### config.mk
export PLATFORM = sky130hd
export DESIGN_NAME = i2cm_core
export DESIGN_NICKNAME = d
export VERILOG_FILES = /design/src/rtl/i2cm_pkg.sv /design/src/rtl/i2cm_regs.sv /design/src/rtl/i2cm_timing.sv /design/src/rtl/i2cm_engine.sv /design/src/rtl/i2cm_core.sv
export SDC_FILE = /design/constraint.sdc
export NUM_CORES = 1
export LEC_CHECK = 0
export ABC_AREA = 0
export BUFFER_PORTS_ARGS = -buffer_cell sky130_fd_sc_hd__buf_2
export CAP_MARGIN = 20
export CORE_ASPECT_RATIO = 0.8
export CORE_UTILIZATION = 55
export DETAILED_ROUTE_END_ITERATION = 8
export PLACE_DENSITY = 0.73
export SLEW_MARGIN = 10
export SYNTH_ARGS = -nofsm -noshare
export SYNTH_HDL_FRONTEND = slang
export SYNTH_HIERARCHICAL = 1
export SYNTH_SLANG_ARGS = --single-unit
export TNS_END_PERCENT = 1
### constraint.sdc
create_clock -name clk -period 4.6 [get_ports clk]
set_input_delay 0.69 -clock clk [delete_from_list [all_inputs] [get_ports clk]]
set_output_delay 0.69 -clock clk [all_outputs]
set_load 0.005 [all_outputs]
### src/rtl/i2cm_pkg.sv
// Package: shared operation codes and register word addresses of the I2C
// master core. Assumes a word-addressed register port of 3 address bits.
package i2cm_pkg;
    typedef enum logic [1:0] {
        OP_START   = 2'd0,
        OP_RESTART = 2'd1,
        OP_STOP    = 2'd2,
        OP_BYTE    = 2'd3
    } op_e;

    localparam logic [2:0] RA_CTRL   = 3'd0;
    localparam logic [2:0] RA_TIMING = 3'd1;
    localparam logic [2:0] RA_COUNTS = 3'd2;
    localparam logic [2:0] RA_DATA   = 3'd3;
    localparam logic [2:0] RA_STATUS = 3'd4;
    localparam logic [2:0] RA_PAD    = 3'd5;

    localparam logic [1:0] CMD_IDLE  = 2'd0;
    localparam logic [1:0] CMD_START = 2'd1;
    localparam logic [1:0] CMD_STOP  = 2'd2;
endpackage

### src/rtl/i2cm_regs.sv
// Register file: decodes host writes into launch requests, keeps the
// control, timing, count, status and pad registers. Assumes the engine's
// busy and completion signals are synchronous to clk; writes are one-cycle.
module i2cm_regs
    import i2cm_pkg::*;
#(
    parameter int PRE_W = 3,
    parameter int M_W   = 4,
    parameter int N_W   = 3,
    localparam int REG_W = PRE_W + 6
) (
    input  logic             clk,
    input  logic             rst_n,
    input  logic             reg_wr,
    input  logic [2:0]       reg_addr,
    input  logic [REG_W-1:0] reg_wdata,
    output logic [REG_W-1:0] reg_rdata,
    input  logic             busy_i,
    input  logic             done_i,
    input  logic             nak_upd_i,
    input  logic             nak_i,
    output logic             go_o,
    output op_e              op_o,
    output logic [7:0]       byte_o,
    output logic [PRE_W-1:0] pre_o,
    output logic             byp_o,
    output logic [1:0]       div_o,
    output logic [M_W-1:0]   m_o,
    output logic [N_W-1:0]   n_o,
    output logic             pad_off_o
);
    logic             en_q;
    logic [1:0]       cmd_q;
    logic             ack_q;
    logic             done_q;
    logic [REG_W-1:0] tim_q;
    logic [REG_W-1:0] cnt_q;
    logic             wr_ok;

    assign wr_ok  = reg_wr && !busy_i;
    assign byte_o = reg_wdata[7:0];
    assign pre_o  = tim_q[6 +: PRE_W];
    assign byp_o  = tim_q[2];
    assign div_o  = tim_q[1:0];
    assign m_o    = cnt_q[4 +: M_W];
    assign n_o    = cnt_q[1 +: N_W];

    // Launch decode: turns an accepted control or data write into an engine request.
    always_comb begin
        go_o = 1'b0;
        op_o = OP_START;
        if (wr_ok && reg_addr == RA_CTRL && reg_wdata[0]) begin
            if (reg_wdata[2:1] == CMD_START) begin
                go_o = 1'b1;
                op_o = reg_wdata[3] ? OP_RESTART : OP_START;
            end else if (reg_wdata[2:1] == CMD_STOP) begin
                go_o = 1'b1;
                op_o = OP_STOP;
            end
        end else if (wr_ok && reg_addr == RA_DATA && en_q) begin
            go_o = 1'b1;
            op_o = OP_BYTE;
        end
    end

    // Register update: host writes, ACK capture and sticky completion flag.
    always_ff @(posedge clk) begin
        if (!rst_n) begin
            en_q      <= 1'b0;
            cmd_q     <= CMD_IDLE;
            ack_q     <= 1'b0;
            done_q    <= 1'b0;
            tim_q     <= '0;
            cnt_q     <= '0;
            pad_off_o <= 1'b1;
        end else begin
            if (wr_ok && reg_addr == RA_CTRL) begin
                en_q  <= reg_wdata[0];
                cmd_q <= reg_wdata[2:1];
                ack_q <= reg_wdata[3];
            end else if (nak_upd_i) begin
                ack_q <= nak_i;
            end
            if (reg_wr && reg_addr == RA_TIMING) tim_q <= reg_wdata;
            if (reg_wr && reg_addr == RA_COUNTS) cnt_q <= reg_wdata;
            if (reg_wr && reg_addr == RA_PAD)    pad_off_o <= reg_wdata[2];
            if (done_i)
                done_q <= 1'b1;
            else if (reg_wr && reg_addr == RA_STATUS && reg_wdata[3])
                done_q <= 1'b0;
        end
    end

    // Read mux: returns the addressed register.
    always_comb begin
        reg_rdata = '0;
        case (reg_addr)
            RA_CTRL:   reg_rdata[3:0] = {ack_q, cmd_q, en_q};
            RA_TIMING: reg_rdata = tim_q;
            RA_COUNTS: reg_rdata = cnt_q;
            RA_STATUS: begin
                reg_rdata[7] = busy_i;
                reg_rdata[3] = done_q;
            end
            RA_PAD:    reg_rdata[2] = pad_off_o;
            default:   reg_rdata = '0;
        endcase
    end

    // a control write made while busy leaves the control fields untouched.
    a_r9_ctrl_hold_busy: assert property (@(posedge clk) disable iff (!rst_n)
        (busy_i && reg_wr && reg_addr == RA_CTRL) |=> $stable({en_q, cmd_q}));
    // completion always leaves the flag set.
    a_r5_done_sticky: assert property (@(posedge clk) disable iff (!rst_n)
        done_i |=> done_q);
    // write-one clears the flag when no completion coincides.
    a_r5_w1c_clears: assert property (@(posedge clk) disable iff (!rst_n)
        (reg_wr && reg_addr == RA_STATUS && reg_wdata[3] && !done_i) |=> !done_q);
endmodule

### src/rtl/i2cm_timing.sv
// Timing derivation: converts the prescale/divider fields and the M/N counts
// into reload values for the engine's phase timer. Purely combinational;
// assumes fields are changed only while the engine is idle.
module i2cm_timing #(
    parameter int PRE_W = 3,
    parameter int M_W   = 4,
    parameter int N_W   = 3,
    parameter int CNT_W = 8
) (
    input  logic [PRE_W-1:0] pre_i,
    input  logic             byp_i,
    input  logic [1:0]       div_i,
    input  logic [M_W-1:0]   m_i,
    input  logic [N_W-1:0]   n_i,
    output logic [CNT_W-1:0] half_ld_o,
    output logic [CNT_W-1:0] setup_ld_o,
    output logic [CNT_W-1:0] hold_ld_o
);
    logic [CNT_W-1:0] pre_ticks;
    logic [CNT_W-1:0] div_ticks;
    logic [CNT_W-1:0] product;

    // Phase length: (P+1) times the post-divider factor, stored as count-1.
    always_comb begin
        pre_ticks  = {{(CNT_W-PRE_W){1'b0}}, pre_i} + 1'b1;
        div_ticks  = byp_i ? CNT_W'(1) : ({{(CNT_W-2){1'b0}}, div_i} + CNT_W'(2));
        product    = pre_ticks * div_ticks;
        half_ld_o  = product - 1'b1;
        setup_ld_o = {{(CNT_W-M_W){1'b0}}, m_i};
        hold_ld_o  = {{(CNT_W-N_W){1'b0}}, n_i};
    end
endmodule

### src/rtl/i2cm_engine.sv
// Bit-level bus engine: sequences START, repeated START, STOP and 9-clock
// byte transfers with one down-counting phase timer. Assumes sda_i is
// synchronous to clk; outputs are registered "pull low" requests.
module i2cm_engine
    import i2cm_pkg::*;
#(
    parameter int CNT_W = 8
) (
    input  logic             clk,
    input  logic             rst_n,
    input  logic             go_i,
    input  op_e              op_i,
    input  logic [7:0]       byte_i,
    input  logic [CNT_W-1:0] half_ld_i,
    input  logic [CNT_W-1:0] setup_ld_i,
    input  logic [CNT_W-1:0] hold_ld_i,
    input  logic             sda_i,
    output logic             scl_lo_o,
    output logic             sda_lo_o,
    output logic             busy_o,
    output logic             done_o,
    output logic             nak_upd_o,
    output logic             nak_o
);
    typedef enum logic [3:0] {
        PH_IDLE, PH_SU, PH_HD, PH_RS_LO, PH_RS_HI,
        PH_SP_LO, PH_SP_HI, PH_SP_REL, PH_BIT_LO, PH_BIT_HI
    } phase_e;

    phase_e           ph;
    op_e              cur_op;
    logic [CNT_W-1:0] cnt;
    logic [7:0]       shreg;
    logic [3:0]       bitn;

    assign busy_o = (ph != PH_IDLE);

    // Phase sequencer: advances the bus phase when the timer expires.
    always_ff @(posedge clk) begin
        if (!rst_n) begin
            ph        <= PH_IDLE;
            cur_op    <= OP_START;
            cnt       <= '0;
            shreg     <= '0;
            bitn      <= '0;
            scl_lo_o  <= 1'b0;
            sda_lo_o  <= 1'b0;
            done_o    <= 1'b0;
            nak_upd_o <= 1'b0;
            nak_o     <= 1'b0;
        end else begin
            done_o    <= 1'b0;
            nak_upd_o <= 1'b0;
            if (ph == PH_IDLE) begin
                if (go_i) begin
                    cur_op <= op_i;
                    case (op_i)
                        OP_START: begin
                            ph <= PH_SU; scl_lo_o <= 1'b0; sda_lo_o <= 1'b0;
                            cnt <= setup_ld_i;
                        end
                        OP_RESTART: begin
                            ph <= PH_RS_LO; scl_lo_o <= 1'b1; sda_lo_o <= 1'b0;
                            cnt <= half_ld_i;
                        end
                        OP_STOP: begin
                            ph <= PH_SP_LO; scl_lo_o <= 1'b1; sda_lo_o <= 1'b1;
                            cnt <= half_ld_i;
                        end
                        default: begin
                            ph <= PH_BIT_LO; scl_lo_o <= 1'b1; sda_lo_o <= ~byte_i[7];
                            shreg <= byte_i; bitn <= '0; cnt <= half_ld_i;
                        end
                    endcase
                end
            end else if (cnt != '0) begin
                cnt <= cnt - 1'b1;
            end else begin
                case (ph)
                    PH_SU:     begin ph <= PH_HD; sda_lo_o <= 1'b1; cnt <= hold_ld_i; end
                    PH_HD:     begin ph <= PH_IDLE; scl_lo_o <= 1'b1; done_o <= 1'b1; end
                    PH_RS_LO:  begin ph <= PH_RS_HI; scl_lo_o <= 1'b0; cnt <= setup_ld_i; end
                    PH_RS_HI:  begin ph <= PH_HD; sda_lo_o <= 1'b1; cnt <= hold_ld_i; end
                    PH_SP_LO:  begin ph <= PH_SP_HI; scl_lo_o <= 1'b0; cnt <= setup_ld_i; end
                    PH_SP_HI:  begin ph <= PH_SP_REL; sda_lo_o <= 1'b0; cnt <= hold_ld_i; end
                    PH_SP_REL: begin ph <= PH_IDLE; done_o <= 1'b1; end
                    PH_BIT_LO: begin ph <= PH_BIT_HI; scl_lo_o <= 1'b0; cnt <= half_ld_i; end
                    PH_BIT_HI: begin
                        scl_lo_o <= 1'b1;
                        if (bitn == 4'd8) begin
                            ph        <= PH_IDLE;
                            sda_lo_o  <= 1'b0;
                            nak_o     <= sda_i;
                            nak_upd_o <= 1'b1;
                            done_o    <= 1'b1;
                        end else begin
                            ph    <= PH_BIT_LO;
                            cnt   <= half_ld_i;
                            bitn  <= bitn + 1'b1;
                            shreg <= {shreg[6:0], 1'b0};
                            sda_lo_o <= (bitn == 4'd7) ? 1'b0 : ~shreg[6];
                        end
                    end
                    default:   ph <= PH_IDLE;
                endcase
            end
        end
    end

    // SDA request is held through every SCL high phase of a byte.
    a_r3_sda_stable_high: assert property (@(posedge clk) disable iff (!rst_n)
        (ph == PH_BIT_HI && $past(ph) == PH_BIT_HI) |-> $stable(sda_lo_o));
    // SDA pulled low with SCL released happens only in START hold.
    a_r2_start_edge: assert property (@(posedge clk) disable iff (!rst_n)
        ($rose(sda_lo_o) && !scl_lo_o) |-> (ph == PH_HD));
    // SDA released with SCL released happens only in a STOP.
    a_r7_stop_edge: assert property (@(posedge clk) disable iff (!rst_n)
        ($fell(sda_lo_o) && !scl_lo_o) |-> (cur_op == OP_STOP));
    // completion closes a busy window and lasts one cycle.
    a_r9_done_ends_busy: assert property (@(posedge clk) disable iff (!rst_n)
        done_o |-> (!busy_o && $past(busy_o)));
    a_r5_done_pulse: assert property (@(posedge clk) disable iff (!rst_n)
        done_o |=> !done_o);
endmodule

### src/rtl/i2cm_core.sv
// Top level of the I2C master: register file, timing derivation and bus
// engine, with pad gating on the open-drain enables. Assumes a single
// master and no clock stretching.
module i2cm_core
    import i2cm_pkg::*;
#(
    parameter int PRE_W = 3,
    parameter int M_W   = 4,
    parameter int N_W   = 3,
    localparam int REG_W = PRE_W + 6
) (
    input  logic             clk,
    input  logic             rst_n,
    input  logic             reg_wr,
    input  logic [2:0]       reg_addr,
    input  logic [REG_W-1:0] reg_wdata,
    output logic [REG_W-1:0] reg_rdata,
    input  logic             sda_i,
    output logic             scl_oe,
    output logic             sda_oe
);
    localparam int PROD_W = PRE_W + 3;
    localparam int CNT_W  = ((PROD_W > M_W) ? PROD_W : M_W) + 1;

    logic             go, busy, done, nak_upd, nak, pad_off, byp;
    logic             scl_lo, sda_lo;
    op_e              op;
    logic [7:0]       tx_byte;
    logic [PRE_W-1:0] pre;
    logic [1:0]       div;
    logic [M_W-1:0]   m_cnt;
    logic [N_W-1:0]   n_cnt;
    logic [CNT_W-1:0] half_ld, setup_ld, hold_ld;

    i2cm_regs #(.PRE_W(PRE_W), .M_W(M_W), .N_W(N_W)) u_regs (
        .clk(clk), .rst_n(rst_n), .reg_wr(reg_wr), .reg_addr(reg_addr),
        .reg_wdata(reg_wdata), .reg_rdata(reg_rdata), .busy_i(busy),
        .done_i(done), .nak_upd_i(nak_upd), .nak_i(nak), .go_o(go), .op_o(op),
        .byte_o(tx_byte), .pre_o(pre), .byp_o(byp), .div_o(div), .m_o(m_cnt),
        .n_o(n_cnt), .pad_off_o(pad_off)
    );

    i2cm_timing #(.PRE_W(PRE_W), .M_W(M_W), .N_W(N_W), .CNT_W(CNT_W)) u_timing (
        .pre_i(pre), .byp_i(byp), .div_i(div), .m_i(m_cnt), .n_i(n_cnt),
        .half_ld_o(half_ld), .setup_ld_o(setup_ld), .hold_ld_o(hold_ld)
    );

    i2cm_engine #(.CNT_W(CNT_W)) u_engine (
        .clk(clk), .rst_n(rst_n), .go_i(go), .op_i(op), .byte_i(tx_byte),
        .half_ld_i(half_ld), .setup_ld_i(setup_ld), .hold_ld_i(hold_ld),
        .sda_i(sda_i), .scl_lo_o(scl_lo), .sda_lo_o(sda_lo), .busy_o(busy),
        .done_o(done), .nak_upd_o(nak_upd), .nak_o(nak)
    );

    assign scl_oe = scl_lo & ~pad_off;
    assign sda_oe = sda_lo & ~pad_off;
endmodule

==> results.md <==
- Clk Latency, worst-skew pair: approximately 0.30 ns
- Wirelength, routed: about 9600 um
- Layout Cells excl Fill: 585
- Synth top area share: 25.1%
- Fin util: a little under three fifths
- Slew HR: roughly 50%
- Die width: 98.2 um
- Fin crit share: between 70% and 80%
- Final slew viol count: 0
- Clock Power Share: 29.3%
- Power density cells: 232 mW/mm2
- Share of cells above drive strength 1: 14.5%
- CP max stage cell: fa_1
- Hold path startpoint: u_regs/tim_q[5]
- Largest net degree at the start of global routing: 34
- CP Launch Type: flip-flop
- Post-route ant nets: 0
- Clock buffer count from CTS: 5
- Power Internal: ~0.64 mW
- Synth cell count leaders: nand2_1, a21oi_1, dfxtp_1
- Crit-path cells: nor2b_1 > nand2b_1 > ha_1 > fa_1 > inv_1 > ha_1 > a211oi_2 > o21bai_1 > a21oi_2 > xnor2_1 > a22oi_1 > o21ai_0 > o2111ai_1 > a21oi_1
- Maximum fanout along the worst path: 5
- Sequential power share: approximately 50%
- Setup Fix Bufs, Post-CTS: 0
- Top delay family on crit path: adder cells
- GRT Residual Overflow: 0
- F_max: just under 0.3 GHz
- Distinct cell type count after synthesis: 73
- Sw Pwr: about 0.28 mW
- RR Startpoint: u_regs/tim_q[1]
- Yosys reg bits: a little over 50
- Peak supply drop: 0.253 mV
- Area growth from synthesis to layout: -2.18%
- CP Capture Type: flip-flop
- Setup Crit Path Kind: flip-flop to flip-flop
- Synth warn: 6
- Hold depth: 2
- Post-CTS Resized: 0
- DIE AREA: 0.00776 mm2
- MaxCap Viol Count: 0
- Htree depth: 2
- WL/cell: ~16 um
- Starting Density: approximately 58%
- Post-synthesis cell count: 525
- Clock root cell: clkbuf_8
- Final nets: around 540
- Routability cong.: between 0.8 and 0.9
- Port-buffer cells: 26
- Critical Path RT: ~4.8 ns
- Final setup vio count: 0
- Largest area contributor in the netlist: dfxtp_1
- Synthesized area per cell: just under 8 um2
- Synth async-reset ratio: 0%
- Post-synth EDFFs: 0
- Iteration-0 DRC Markers: approximately 290
- Skew final: about 0.0044 ns
- Worst slew pin tran: approximately 0.74 ns
- Core area: ~0.0070 mm2
- Main synth FF type: dfxtp_1
- Cts-stage hold buffer count: 0
- Gr usage total: between 20% and 30%
- I/O pin count: 27
- Multi-input gate area in the final layout: 0.00251 mm2
- ANT cells: 0
- Synth Cell Area: between 0.004 and 0.005 mm2
- Worst hold endpoint: u_regs/tim_q[5]
- CP Buf/Inv Count: 1
- CTS tree: done
- Critical Path Max Stage Delay: 0.60 ns
- Dpl cells: ~580
- Switching part of the total: between 30% and 40%
- Via count: about 3600
- Clock transition at path regs: approximately 0.09 ns
- Outcome: completed
- First-pass DRT Iterations: 7
- Setup TNS: 0 ns
- Reg-to-Reg End: u_engine/cnt[6]
- Power share of the combinational group: approximately 21%
- FF-to-FF path depth: 14
- Crit path arrival time: about 3.7 ns
- RSZ-0062 raised after global routing: no
- CTS sink count: 51
- Reg-to-reg setup timing slack: 1.18 ns
- Ranking of synthesized cells by area: dfxtp_1, a21oi_1, nand2_1, buf_4, ha_1
- Vias in the first global route: 3103
- Num rows: 27
- Fillcell total: 681
- Sequential share of the synthesized area: between 20% and 30%
- Top-count cell post-synth: nand2_1
- Pleak: 1.62 nW
- Initial antenna violation count: 0
- Crit path top cell by count: ha_1
- Post-route DRC: 0
- Final min period: around 3.4 ns
- Vias/cell: 6.12
- DP Wirelength: between 7000 and 8000 um
- Reg area: approximately 0.0010 mm2
- Hold Fails Final Rpt: 0
- First-pass GRT wire length: ~15000 um
- Chip height: 79.0 um
- Maximum clock path buffer count: 2
- Worst Hold Class: flip-flop to flip-flop
[layout make-up]
class	instances	area share (%)
Multi-Input combinational cell	384	63.0
Sequential cell	51	25.6
Timing Repair Buffer	29	3.83
Tap cell	87	2.73
Inverter	27	2.54
Clock buffer	6	2.07
Clock inverter	1	0.220
[logic make-up after synthesis]
group	after synthesis	share of synthesized area (%)
other cells	1	0.0920
compound gates	159	25.3
xor+xnor	10	2.33
buf+inv	96	13.9
simple gates	175	23.2
fa+ha+maj	21	7.00
flops	51	25.1
mux	12	3.13
[worst max path at each step]
stage	startpoint	endpoint	cells after the start
after CTS	u_regs/tim_q[6]	u_engine/cnt[5]	14
after global placement	u_regs/tim_q[1]	u_engine/cnt[6]	14
final	u_regs/tim_q[1]	u_engine/cnt[6]	14
after detailed placement	u_regs/tim_q[6]	u_engine/cnt[5]	14
after floorplan	u_regs/tim_q[6]	u_engine/cnt[5]	15
after global routing	u_regs/tim_q[6]	u_engine/cnt[6]	15
[through the flow]
stage          hold WS, ns  setup slack, ns  cell area (um2)  power, mW
2_1_floorplan        0.436             1.38             4100      0.631
3_3_place_gp         0.442             1.19             3890      0.659
3_5_place_dp         0.447             1.19             3890      0.660
4_1_cts              0.460             1.15             3990      0.932
5_1_grt              0.481            0.910             3990      0.970
6_report             0.461             1.18             3990      0.925
[power groups by stage]
stage	combinational, mW	clock (mW)	sequential, mW
2_1_floorplan	0.164	0	0.467
3_3_place_gp	0.186	0	0.472
3_5_place_dp	0.187	0	0.473
4_1_cts	0.190	0.280	0.462
5_1_grt	0.212	0.294	0.464
6_report	0.192	0.271	0.463
[metal layers]
| layer | track usage, % | vias to the layer above | wire (um) |
|---|---|---|---|
| met3 | 3.52 | 2 | 684 |
| li1 | - | 1758 | - |
| met5 | 0 | - | 0 |
| met4 | 3.43 | 0 | 27 |
| met1 | 36.4 | 1697 | 4600 |
| met2 | 39.2 | 126 | 4320 |
[cells in the final DEF (no fill, tap or decap), drive strengths merged, types with 7 or more instances in the layout]
master	netlist	final
buf	50	29
a21oi	56	56
nor3	9	9
or2	7	7
conb	1	7
nor2	27	27
o21ai	30	30
inv	27	28
nand3	18	18
ha	18	18
o22ai	7	7
a22oi	14	14
dfxtp	51	51
nand2	70	70
nor2b	9	9
xnor2	7	7
[tightest hold or removal path: stages, from the launching register on]
cell	delay, ns
dfxtp_1	0.32
nand2_1	0.05
a21oi_1	0.05
[sequential cells by signal, summed over array words and instances (netlist names), 2 cells and up]
name / flops
u_regs/cnt_q: 9
u_engine/shreg: 7
u_engine/ph: 4
u_regs/tim_q: 9
u_engine/cnt: 7
u_regs/cmd_q: 2
u_engine/bitn: 4
No activity file was read; power rests on OpenSTA's default activity.
